`src/rtl/irqp_pkg.sv`:
```
package irqp_pkg;
   typedef enum logic [2:0] {
      OP_NONE     = 3'd0,
      OP_ACCEPT   = 3'd1,
      OP_SET_CPPR = 3'd2,
      OP_SET_IPI  = 3'd3,
      OP_EOI      = 3'd4,
      OP_DELIVER  = 3'd5
   } irqp_op_e;
endpackage

```
`src/rtl/irqp_next.sv`:
```
module irqp_next
   import irqp_pkg::*;
#(
   parameter int PRIO_W  = 8,
   parameter int SRC_W   = 24,
   parameter int IPI_SRC = 2,
   localparam int WORD_W = PRIO_W + SRC_W
) (
   input  logic              fire,
   input  irqp_op_e          op,
   input  logic [WORD_W-1:0] data,
   input  logic              eoi_asserted,
   input  logic [PRIO_W-1:0] cur_prio,
   input  logic [PRIO_W-1:0] ipi_prio,
   input  logic [PRIO_W-1:0] pend_prio,
   input  logic [SRC_W-1:0]  pend_src,
   input  logic              need_rsnd,
   output logic [PRIO_W-1:0] n_cur_prio,
   output logic [PRIO_W-1:0] n_ipi_prio,
   output logic [PRIO_W-1:0] n_pend_prio,
   output logic [SRC_W-1:0]  n_pend_src,
   output logic              n_need_rsnd,
   output logic              raw_rej,
   output logic [SRC_W-1:0]  raw_rej_src,
   output logic              raw_rsnd,
   output logic              acc_fire
);
   localparam logic [PRIO_W-1:0] NONE_PRIO = '1;
   localparam logic [SRC_W-1:0]  IPI_ID    = SRC_W'(IPI_SRC);

   logic [PRIO_W-1:0] lo_val;   // low-field priority operand
   logic [PRIO_W-1:0] hi_val;   // high-field priority operand
   logic [SRC_W-1:0]  src_val;  // source operand
   logic [PRIO_W-1:0] dn_val;   // priority used by the relaxing path
   logic              dn_ipi;   // IPI becomes pending on relax

   assign lo_val  = data[PRIO_W-1:0];
   assign hi_val  = data[WORD_W-1:SRC_W];
   assign src_val = data[SRC_W-1:0];
   assign dn_val  = (op == OP_EOI) ? hi_val : lo_val;
   assign dn_ipi  = (ipi_prio < dn_val) && (ipi_prio <= pend_prio);

   always_comb begin
      n_cur_prio  = cur_prio;
      n_ipi_prio  = ipi_prio;
      n_pend_prio = pend_prio;
      n_pend_src  = pend_src;
      n_need_rsnd = need_rsnd;
      raw_rej     = 1'b0;
      raw_rej_src = '0;
      raw_rsnd    = 1'b0;
      acc_fire    = 1'b0;
      if (fire) begin
         unique case (op)
            OP_ACCEPT: begin
               acc_fire = 1'b1;
               if (pend_src != '0) begin
                  n_cur_prio  = pend_prio;
                  n_pend_prio = NONE_PRIO;
                  n_pend_src  = '0;
               end
            end
            OP_SET_IPI: begin
               n_ipi_prio = lo_val;
               if (lo_val < cur_prio) begin
                  if (lo_val <= pend_prio) begin
                     raw_rej     = 1'b1;
                     raw_rej_src = pend_src;
                  end
                  n_pend_prio = lo_val;
                  n_pend_src  = IPI_ID;
               end
               if ((lo_val > ipi_prio) && (lo_val > cur_prio)) begin
                  raw_rsnd    = need_rsnd;
                  n_need_rsnd = 1'b0;
               end
            end
            OP_SET_CPPR, OP_EOI: begin
               if ((op == OP_EOI) || (lo_val > cur_prio)) begin
                  n_cur_prio = dn_val;
                  if (dn_ipi) begin
                     n_pend_prio = ipi_prio;
                     n_pend_src  = IPI_ID;
                  end
                  raw_rsnd    = need_rsnd;
                  n_need_rsnd = 1'b0;
                  if ((op == OP_EOI) && (src_val != IPI_ID) && eoi_asserted) begin
                     raw_rej     = 1'b1;
                     raw_rej_src = src_val;
                  end
               end else if (lo_val < cur_prio) begin
                  n_cur_prio = lo_val;
                  if (lo_val <= pend_prio) begin
                     raw_rej     = 1'b1;
                     raw_rej_src = pend_src;
                     n_pend_src  = '0;
                     n_pend_prio = NONE_PRIO;
                  end
               end
            end
            OP_DELIVER: begin
               if (src_val != '0) begin
                  if ((hi_val < cur_prio) && (hi_val < pend_prio)) begin
                     raw_rej     = 1'b1;
                     raw_rej_src = pend_src;
                     n_pend_prio = hi_val;
                     n_pend_src  = src_val;
                  end else begin
                     raw_rej     = 1'b1;
                     raw_rej_src = src_val;
                     n_need_rsnd = 1'b1;
                  end
               end
            end
            default: ;
         endcase
      end
   end
endmodule

```
`src/rtl/irqp_notify.sv`:
```
module irqp_notify #(
   parameter int PRIO_W  = 8,
   parameter int SRC_W   = 24,
   parameter int IPI_SRC = 2,
   localparam int WORD_W = PRIO_W + SRC_W
) (
   input  logic              clk,
   input  logic              rst_n,
   input  logic              raw_rej,
   input  logic [SRC_W-1:0]  raw_rej_src,
   input  logic              raw_rsnd,
   input  logic              acc_fire,
   input  logic [PRIO_W-1:0] cur_prio,
   input  logic [SRC_W-1:0]  pend_src,
   output logic              rej_valid,
   output logic [SRC_W-1:0]  rej_src,
   output logic              rsnd_valid,
   output logic              acc_valid,
   output logic [WORD_W-1:0] acc_word
);
   localparam logic [SRC_W-1:0] IPI_ID = SRC_W'(IPI_SRC);

   logic rej_pass;
   assign rej_pass = raw_rej && (raw_rej_src != '0) && (raw_rej_src != IPI_ID);

   always_ff @(posedge clk) begin
      if (!rst_n) begin
         rej_valid  <= 1'b0;
         rej_src    <= '0;
         rsnd_valid <= 1'b0;
         acc_valid  <= 1'b0;
         acc_word   <= '0;
      end else begin
         rej_valid  <= rej_pass;
         rej_src    <= rej_pass ? raw_rej_src : '0;
         rsnd_valid <= raw_rsnd;
         acc_valid  <= acc_fire;
         acc_word   <= acc_fire ? {cur_prio, pend_src} : '0;
      end
   end
endmodule

```
`src/rtl/irq_presenter.sv`:
```
module irq_presenter
   import irqp_pkg::*;
#(
   parameter int PRIO_W  = 8,
   parameter int SRC_W   = 24,
   parameter int IPI_SRC = 2,
   localparam int WORD_W = PRIO_W + SRC_W
) (
   input  logic              clk,
   input  logic              rst_n,
   input  logic              cmd_valid,
   input  logic [2:0]        cmd_op,
   input  logic [WORD_W-1:0] cmd_data,
   input  logic              eoi_asserted,
   output logic              irq_req,
   output logic              acc_valid,
   output logic [WORD_W-1:0] acc_word,
   output logic              rej_valid,
   output logic [SRC_W-1:0]  rej_src,
   output logic              rsnd_valid
);
   localparam logic [PRIO_W-1:0] NONE_PRIO = '1;
   localparam logic [SRC_W-1:0]  IPI_ID    = SRC_W'(IPI_SRC);

   generate
      if (IPI_SRC <= 0 || IPI_SRC >= (2 ** SRC_W)) begin : g_bad_ipi
         $error("IPI_SRC must be nonzero and fit in SRC_W bits");
      end
      if (PRIO_W < 2 || SRC_W < 2) begin : g_bad_width
         $error("PRIO_W and SRC_W must be at least 2");
      end
   endgenerate

   irqp_op_e          op;
   logic [PRIO_W-1:0] cur_q, ipi_q, pend_q;
   logic [SRC_W-1:0]  src_q;
   logic              need_q;
   logic [PRIO_W-1:0] cur_d, ipi_d, pend_d;
   logic [SRC_W-1:0]  src_d;
   logic              need_d;
   logic              raw_rej, raw_rsnd, acc_fire;
   logic [SRC_W-1:0]  raw_rej_src;

   assign op = irqp_op_e'(cmd_op);

   irqp_next #(.PRIO_W(PRIO_W), .SRC_W(SRC_W), .IPI_SRC(IPI_SRC)) u_next (
      .fire        (cmd_valid),
      .op          (op),
      .data        (cmd_data),
      .eoi_asserted(eoi_asserted),
      .cur_prio    (cur_q),
      .ipi_prio    (ipi_q),
      .pend_prio   (pend_q),
      .pend_src    (src_q),
      .need_rsnd   (need_q),
      .n_cur_prio  (cur_d),
      .n_ipi_prio  (ipi_d),
      .n_pend_prio (pend_d),
      .n_pend_src  (src_d),
      .n_need_rsnd (need_d),
      .raw_rej     (raw_rej),
      .raw_rej_src (raw_rej_src),
      .raw_rsnd    (raw_rsnd),
      .acc_fire    (acc_fire)
   );

   always_ff @(posedge clk) begin
      if (!rst_n) begin
         cur_q  <= '0;
         ipi_q  <= NONE_PRIO;
         pend_q <= NONE_PRIO;
         src_q  <= '0;
         need_q <= 1'b0;
      end else begin
         cur_q  <= cur_d;
         ipi_q  <= ipi_d;
         pend_q <= pend_d;
         src_q  <= src_d;
         need_q <= need_d;
      end
   end

   irqp_notify #(.PRIO_W(PRIO_W), .SRC_W(SRC_W), .IPI_SRC(IPI_SRC)) u_notify (
      .clk        (clk),
      .rst_n      (rst_n),
      .raw_rej    (raw_rej),
      .raw_rej_src(raw_rej_src),
      .raw_rsnd   (raw_rsnd),
      .acc_fire   (acc_fire),
      .cur_prio   (cur_q),
      .pend_src   (src_q),
      .rej_valid  (rej_valid),
      .rej_src    (rej_src),
      .rsnd_valid (rsnd_valid),
      .acc_valid  (acc_valid),
      .acc_word   (acc_word)
   );

   assign irq_req = (src_q != '0) && (pend_q < cur_q);

   AST_SRC_PEND_PAIR: assert property (@(posedge clk) disable iff (!rst_n)
      (src_q != '0) == (pend_q != NONE_PRIO));

   AST_ACC_CLEARS: assert property (@(posedge clk) disable iff (!rst_n)
      (cmd_valid && op == OP_ACCEPT && src_q != '0) |=>
      (acc_valid && src_q == '0 && pend_q == NONE_PRIO));

   AST_CPPR_EQ_STABLE: assert property (@(posedge clk) disable iff (!rst_n)
      (cmd_valid && op == OP_SET_CPPR && cmd_data[PRIO_W-1:0] == cur_q) |=>
      ($stable(cur_q) && $stable(src_q) && $stable(pend_q) && !rej_valid && !rsnd_valid));

   AST_REJ_FILTERED: assert property (@(posedge clk) disable iff (!rst_n)
      rej_valid |-> (rej_src != '0 && rej_src != IPI_ID));

   AST_RESEND_CLEARS: assert property (@(posedge clk) disable iff (!rst_n)
      rsnd_valid |-> !need_q);

   AST_IPI_STORED: assert property (@(posedge clk) disable iff (!rst_n)
      (cmd_valid && op == OP_SET_IPI) |=> (ipi_q == $past(cmd_data[PRIO_W-1:0])));
endmodule

```
`config.mk`:
```
export PLATFORM = sky130hd
export DESIGN_NAME = irq_presenter
export DESIGN_NICKNAME = d
export VERILOG_FILES = /design/src/rtl/irqp_pkg.sv /design/src/rtl/irqp_next.sv /design/src/rtl/irqp_notify.sv /design/src/rtl/irq_presenter.sv
export SDC_FILE = /design/constraint.sdc
export NUM_CORES = 1
export LEC_CHECK = 0
export BUFFER_PORTS_ARGS = -buffer_cell sky130_fd_sc_hd__buf_2
export CAP_MARGIN = 20
export CORE_ASPECT_RATIO = 1.4
export CORE_UTILIZATION = 30
export DETAILED_ROUTE_END_ITERATION = 7
export SLEW_MARGIN = 20
export SYNTH_ARGS = -nofsm -noshare
export SYNTH_HDL_FRONTEND = slang
export SYNTH_SLANG_ARGS = --single-unit
```
`constraint.sdc`:
```
create_clock -name clk -period 3 [get_ports clk]
set_input_delay 0.15 -clock clk [delete_from_list [all_inputs] [get_ports clk]]
set_output_delay 0.15 -clock clk [all_outputs]
set_load 0.1 [all_outputs]
```
## Yosys cells after proc, flatten, opt, wreduce, memory -nomap -nowiden

Cells that the tools add are included.

| word-level totals | value |
|---|---|
| input port bits | 39 |
| flip-flop bits (word level) | 108 |

| cells by class | value |
|---|---|
| eq/ne operators | 17 |
| mux-type cells | 47 |
| reduce and logical (&&, ||, !) cells | 23 |
| $lt $le $gt $ge | 9 |

Operators by type and width:

| operator | count |
|---|---|
| $mux W24 | 15 |
| $pmux W24 S4 | 1 |
| $mux W8 | 11 |
| $pmux W24 S3 | 1 |
| $reduce_bool A24 Y1 | 3 |
| $ne A24 B2 Y1 const B | 2 |
| $lt A8 B8 Y1 | 5 |
| $pmux W8 S4 | 1 |
| $gt A8 B8 Y1 | 2 |
| $le A8 B8 Y1 | 2 |
| $pmux W8 S2 | 1 |
| $mux W1 | 14 |
| $ne A2 B1 Y1 const B | 5 |
| $reduce_and A9 Y1 | 1 |
| $logic_and A1 B1 Y1 | 8 |
| $reduce_and A2 Y1 | 4 |
| $eq A3 B2 Y1 const B | 2 |
| $eq A3 B3 Y1 const B | 2 |
| $ne A3 B1 Y1 const B | 2 |
| $pmux W1 S3 | 2 |
| $reduce_and A6 Y1 | 1 |
| $ne A2 B2 Y1 const B | 2 |
| $reduce_and A4 Y1 | 1 |
| $reduce_bool A4 Y1 | 1 |
| 7 further kinds | 7 |

## Depth between registers and ports, before layout

| depth | value |
|---|---|
| depth after elaboration | 11 |
| mapped depth | 14 |

## Cells and area by module

A second synthesis with hierarchy kept.

| unflattened totals | value |
|---|---|
| cells, all modules | 757 |
| area, all modules | 6369.9 µm² |

By module, submodules not included:

| module | cells each | sequential area each (µm²) | area an instance (µm²) | times used |
|---|---|---|---|---|
| irqp_next | 481 | 0.0 | 3149.3 | 1 |
| irqp_notify | 139 | 1181.1 | 1655.3 | 1 |
| irq_presenter | 137 | 980.9 | 1565.3 | 1 |

## Least setup slack after synthesis

OpenSTA, ideal clock, no wires.

| timing path | value |
|---|---|
| path kind | input port to flip-flop |
| start point | input cmd_op[0] |
| end point | register pend_q[0] |
| buffers on the path | 4 |
| library setup time | 0.148 ns |
| path slack | 0.006 ns |
| arrival | 2.846 ns |
| required time | 2.852 ns |
| stages | 14 |
| cell sequence | clkbuf_1 -> nor3b_1 -> clkbuf_1 -> mux2i_1 -> ha_1 -> a21o_1 -> a21o_1 -> a21oi_1 -> inv_1 -> o31ai_1 -> and3_4 -> buf_6 -> buf_6 -> o221ai_1 |

| between the ends | value |
|---|---|
| cells in the longest elaborated chain, start to end | 6 |
| elaborated cells between the ends (all ways) | 21 |
| those cells by class | order compare: 1; eq/ne: 12; mux: 3; reduce/logical: 5 |

RTL lines:

| what | RTL line | RTL |
|---|---|---|
| from (decl) | irq_presenter.sv:12 | `input logic [2:0] cmd_op,` |
| $eq A3 B3 Y1 | irqp_next.sv:40, irqp_next.sv:54, irqp_next.sv:79 |  |
| $mux W8 | irqp_next.sv:40 | `assign dn_val = (op == OP_EOI) ? hi_val : lo_val;` |
| $lt A8 B8 Y1 | irqp_next.sv:41 | `assign dn_ipi = (ipi_prio < dn_val) && (ipi_prio <= pend_prio);` |
| $logic_and A1 B1 Y1 | irqp_next.sv:41 |  |
| $ne A3 B2 Y1 (no line) | n/a |  |
| $reduce_and A9 Y1 (no line) | n/a |  |
| to (signal assigned) | irq_presenter.sv:77 | `pend_q <= pend_d;` |
| to (decl) | irq_presenter.sv:35 | `logic [PRIO_W-1:0] cur_q, ipi_q, pend_q;` |

Parallel ways exist; a longest one is shown, timed or not.
A chain may end at the register's enable or synchronous reset.

## Final worst setup path

| timing path | value |
|---|---|
| start point | register pend_q[6] |
| end point | register src_q[6] |

| between the ends | value |
|---|---|
| cells in the longest elaborated chain, start to end | 4 |
| elaborated cells between the ends (all ways) | 9 |
| those cells by class | order compare: 3; eq/ne: 3; reduce/logical: 3 |

RTL lines:

| what | RTL line | RTL |
|---|---|---|
| $le A8 B8 Y1 / $lt A8 B8 Y1 (equally long branches) | irqp_next.sv:41, irqp_next.sv:103 |  |
| $logic_and A1 B1 Y1, on equally long branches | irqp_next.sv:41, irqp_next.sv:103 |  |
| $ne A3 B2 Y1 (no line) / $ne A2 B1 Y1 (equally long branches) | n/a |  |
| $reduce_and A9 Y1 (no line) * | n/a |  |
| to (signal assigned) | irq_presenter.sv:78 | `src_q <= src_d;` |
| to (decl) | irq_presenter.sv:36 | `logic [SRC_W-1:0] src_q;` |

Every way passes the cells marked *; elsewhere a longest branch is shown, timed or not.

==> results.json <==
{
  "endpoint_kind": "register",
  "first_global_vias": 5252,
  "timing.reg2reg.setup_slack_ps": 160,
  "status": "finished, final reports clean",
  "async_flop_share_pct": 0,
  "p_int_mw": 2.390,
  "ys.flop_type": "dfxtp_1",
  "die_h_um": 166.2,
  "start_util_pct": 30.80,
  "routed_wl_um": 18170,
  "worstPathArrival_ps": 3120,
  "dieArea_mm2": 0.01981,
  "gp_congestion": 0.9417,
  "vias_per_cell": 5.271,
  "synth_edf_count": 0,
  "setup_viol": 0,
  "maxCapViolCount": 0,
  "clock.fmax_ghz": 0.3526,
  "comb_power_share_pct": 19.4,
  "num_rows": 59,
  "cts_hold_buf": 0,
  "clock_skew_ps": 11.05,
  "total_power_mw": 3.421,
  "crit_cells": 10,
  "reg2reg_depth": 10,
  "relSlewSlack_pct": 58.53,
  "critPathBufInv": 2,
  "cts_tree": "yes",
  "synthCells": 638,
  "antenna_found_initial": 0,
  "coreArea_mm2": 0.01875,
  "yosys.cell_types.count": 59,
  "synth-seq-cells": 108,
  "avgSynthCellArea_um2": 9.051,
  "io_buffers": 98,
  "ys_seq_area_share_pct": 37.44,
  "critPathTopFamily": "simple AND/OR/NAND/NOR gates",
  "netSwitchingFraction_pct": 30.15,
  "area_delta_synth_final_pct": 20.80,
  "final_common_cell": "dfxtp_1",
  "dp_cells": 970,
  "drtPass1Iterations": 5,
  "p_switching_mw": 1.031,
  "ant_nets": 0,
  "synth_top_family_by_area": "compound AO/OA/AOI/OAI gates",
  "cts.sinks": 108,
  "cp_slowest_cell": "or4_1",
  "cts.path.max_buffers": 2,
  "cp.required_ps": 3280,
  "dpl.hpwl_um": 13980,
  "vdd.ir_drop.worst_v": 0.0002699,
  "ys.warnings.count": 0,
  "ioPinCount": 99,
  "synth_mux_area_share_pct": 6.761,
  "fin_nets": 839,
  "n_antenna_cell": 0,
  "drv_slew": 0,
  "setup-tns-final_ps": 0,
  "r2r-end": "src_q[6]",
  "netlist_area_mm2": 0.005774,
  "finalWorstSetupSlack_ps": 163.5,
  "cp_cell_sequence": "inv_1, ha_1, o21ai_0, nor2_1, or4_1, and4bb_1, o221a_1, and3_4, clkbuf_16, mux2i_1",
  "htree_num_levels": 3,
  "hold_viol": 0,
  "die_x_um": 119.3,
  "p_leak_nw": 3.135,
  "crit_fanout": 9,
  "power_frac_seq_pct": 43.7,
  "grt_max_degree": 30,
  "worst_slew_pin_slew_ps": 622.0,
  "grt_pass1_wl_um": 28530,
  "drc": 0,
  "mostFrequentLayoutCells": "dfxtp_1, buf_2, nand2_1",
  "synth_simple_gate_area_share_pct": 18.50,
  "clockPowerShare_pct": 36.9,
  "p_per_area_mw_per_mm2": 490.4,
  "wire_per_inst_um": 18.37,
  "clkTransAtPathRegs_ps": 80,
  "cp-start-kind": "register",
  "rsz0062_at_grt": "false",
  "drive_gt1_share_pct": 20.27,
  "r2r_start": "pend_q[6]",
  "synthAdderAreaFrac_pct": 13.00,
  "period_share_pct": 94.55,
  "drtIter0Drc": 315,
  "crit_type": "reg2reg",
  "vias": 5213,
  "cts_made_buffers": 9,
  "min_path_type": "in2reg",
  "cp-endpoint": "src_q[6]",
  "min_period_ps": 2836,
  "insertion_delay_ps": 350,
  "cp_slowest_stage_delay_ps": 460,
  "syn-num-nets": 737,
  "root_buffer": "clkbuf_16",
  "stdcell_count": 989,
  "synth-xor-area-share_pct": 0.1517,
  "grtUsageTotal_pct": 18.59,
  "hold_depth": 2,
  "overflow": 0,
  "crit_start": "pend_q[6]",
  "pre_cts_slack_ps": 64.72,
  "synth_compound_area_share_pct": 18.96
}
[power groups by stage]
stage | Clock, mW | Sequential (mW) | Combinational [mW]
after floorplan | 0 | 1.53 | 0.418
after CTS | 1.29 | 1.49 | 0.645
after global placement | 0 | 1.53 | 0.638
after detailed placement | 0 | 1.53 | 0.640
final | 1.26 | 1.49 | 0.664
after global routing | 1.35 | 1.50 | 0.733
[worst min path at each step]
stage,slack [ps],start,endpoint
final,50,cmd_data[8],u_notify.rej_src[8]
after global routing,40,cmd_data[9],u_notify.rej_src[9]
after CTS,40,cmd_data[9],u_notify.rej_src[9]
after detailed placement,400,cmd_data[16],u_notify.rej_src[16]
after global placement,400,cmd_data[10],u_notify.rej_src[10]
after floorplan,260,cmd_valid,need_q
[cells in the mapped netlist (2+ instances only)]
cell	number	area (µm²)
dfxtp_1	108	2162
nand2_1	79	296.5
ha_1	60	750.7
mux2i_1	39	390.4
nor2_1	31	116.4
inv_1	30	112.6
and2_1	26	162.7
clkbuf_1	26	97.59
o21ai_0	26	130.1
a22o_1	22	192.7
a21oi_1	18	90.09
nand3_1	17	85.08
nor3_1	13	65.06
nor4_1	12	75.07
o211ai_1	12	90.09
a21o_1	11	82.58
nand4_1	11	68.82
a41oi_1	9	78.83
o22ai_1	9	56.30
a211oi_1	7	52.55
nand2b_1	7	43.79
o221ai_1	7	61.31
nor2b_1	6	37.54
buf_2	3	15.01
buf_6	3	33.78
o21a_1	3	22.52
o31ai_1	3	22.52
a2111oi_0	2	17.52
a211o_1	2	17.52
a31oi_1	2	12.51
buf_12	2	40.04
nor3b_1	2	15.01
o221ai_2	2	30.03
o31a_1	2	17.52
or3_1	2	12.51
[registers in the layout, indices dropped and copies added (netlist names)]
register             cells
u_notify.acc_word       32
src_q                   24
u_notify.rej_src        24
cur_q                    8
ipi_q                    8
pend_q                   8
need_q                   1
u_notify.acc_valid       1
u_notify.rej_valid       1
u_notify.rsnd_valid      1
[routing by layer]
| layer | wire [µm] | global-route usage [%] | vias to the layer above |
|---|---|---|---|
| met3 | 897 | 3.022 | 44 |
| met4 | 663 | 7.375 | 0 |
| met1 | 7325 | 20.81 | 2440 |
| met2 | 9286 | 34.45 | 186 |
| li1 | - | - | 2543 |
| met5 | 0 | 0 | - |
[metrics by stage]
step	utilization [%]	hold WS (ps)	instance area [µm²]
6_report	37.20	49.36	6975
5_1_grt	37.20	39.17	6975
4_1_cts	36.96	36.24	6930
3_5_place_dp	35.27	403.9	6613
3_3_place_gp	35.27	401.9	6613
2_1_floorplan	-	263.3	5774
[what timing repair did]
action,4_1_cts,5_1_grt
setup buffers,0,2
resized for setup,0,2
endpoints found under the setup margin,0,17
[logic make-up after synthesis]
family                     count (synthesis)
DFF                                      108
AOI/OAI and AO/OA                        150
buffers and inverters                     64
muxes                                     39
and+or+nand+nor                          216
adders and majority gates                 60
xor gates and xnor gates                   1
[area by class of cell]
cell class                      instances  area (µm²)
Multi-Input combinational cell        466        3324
Clock inverter                          7       92.59
Fill cell                            1902       11780
Timing Repair Buffer                  125       752.0
Inverter                               30       112.6
Clock buffer                            9       225.2
Sequential cell                       108        2163
Tap cell                              244       305.3
No activity file was read; power rests on OpenSTA's default activity.
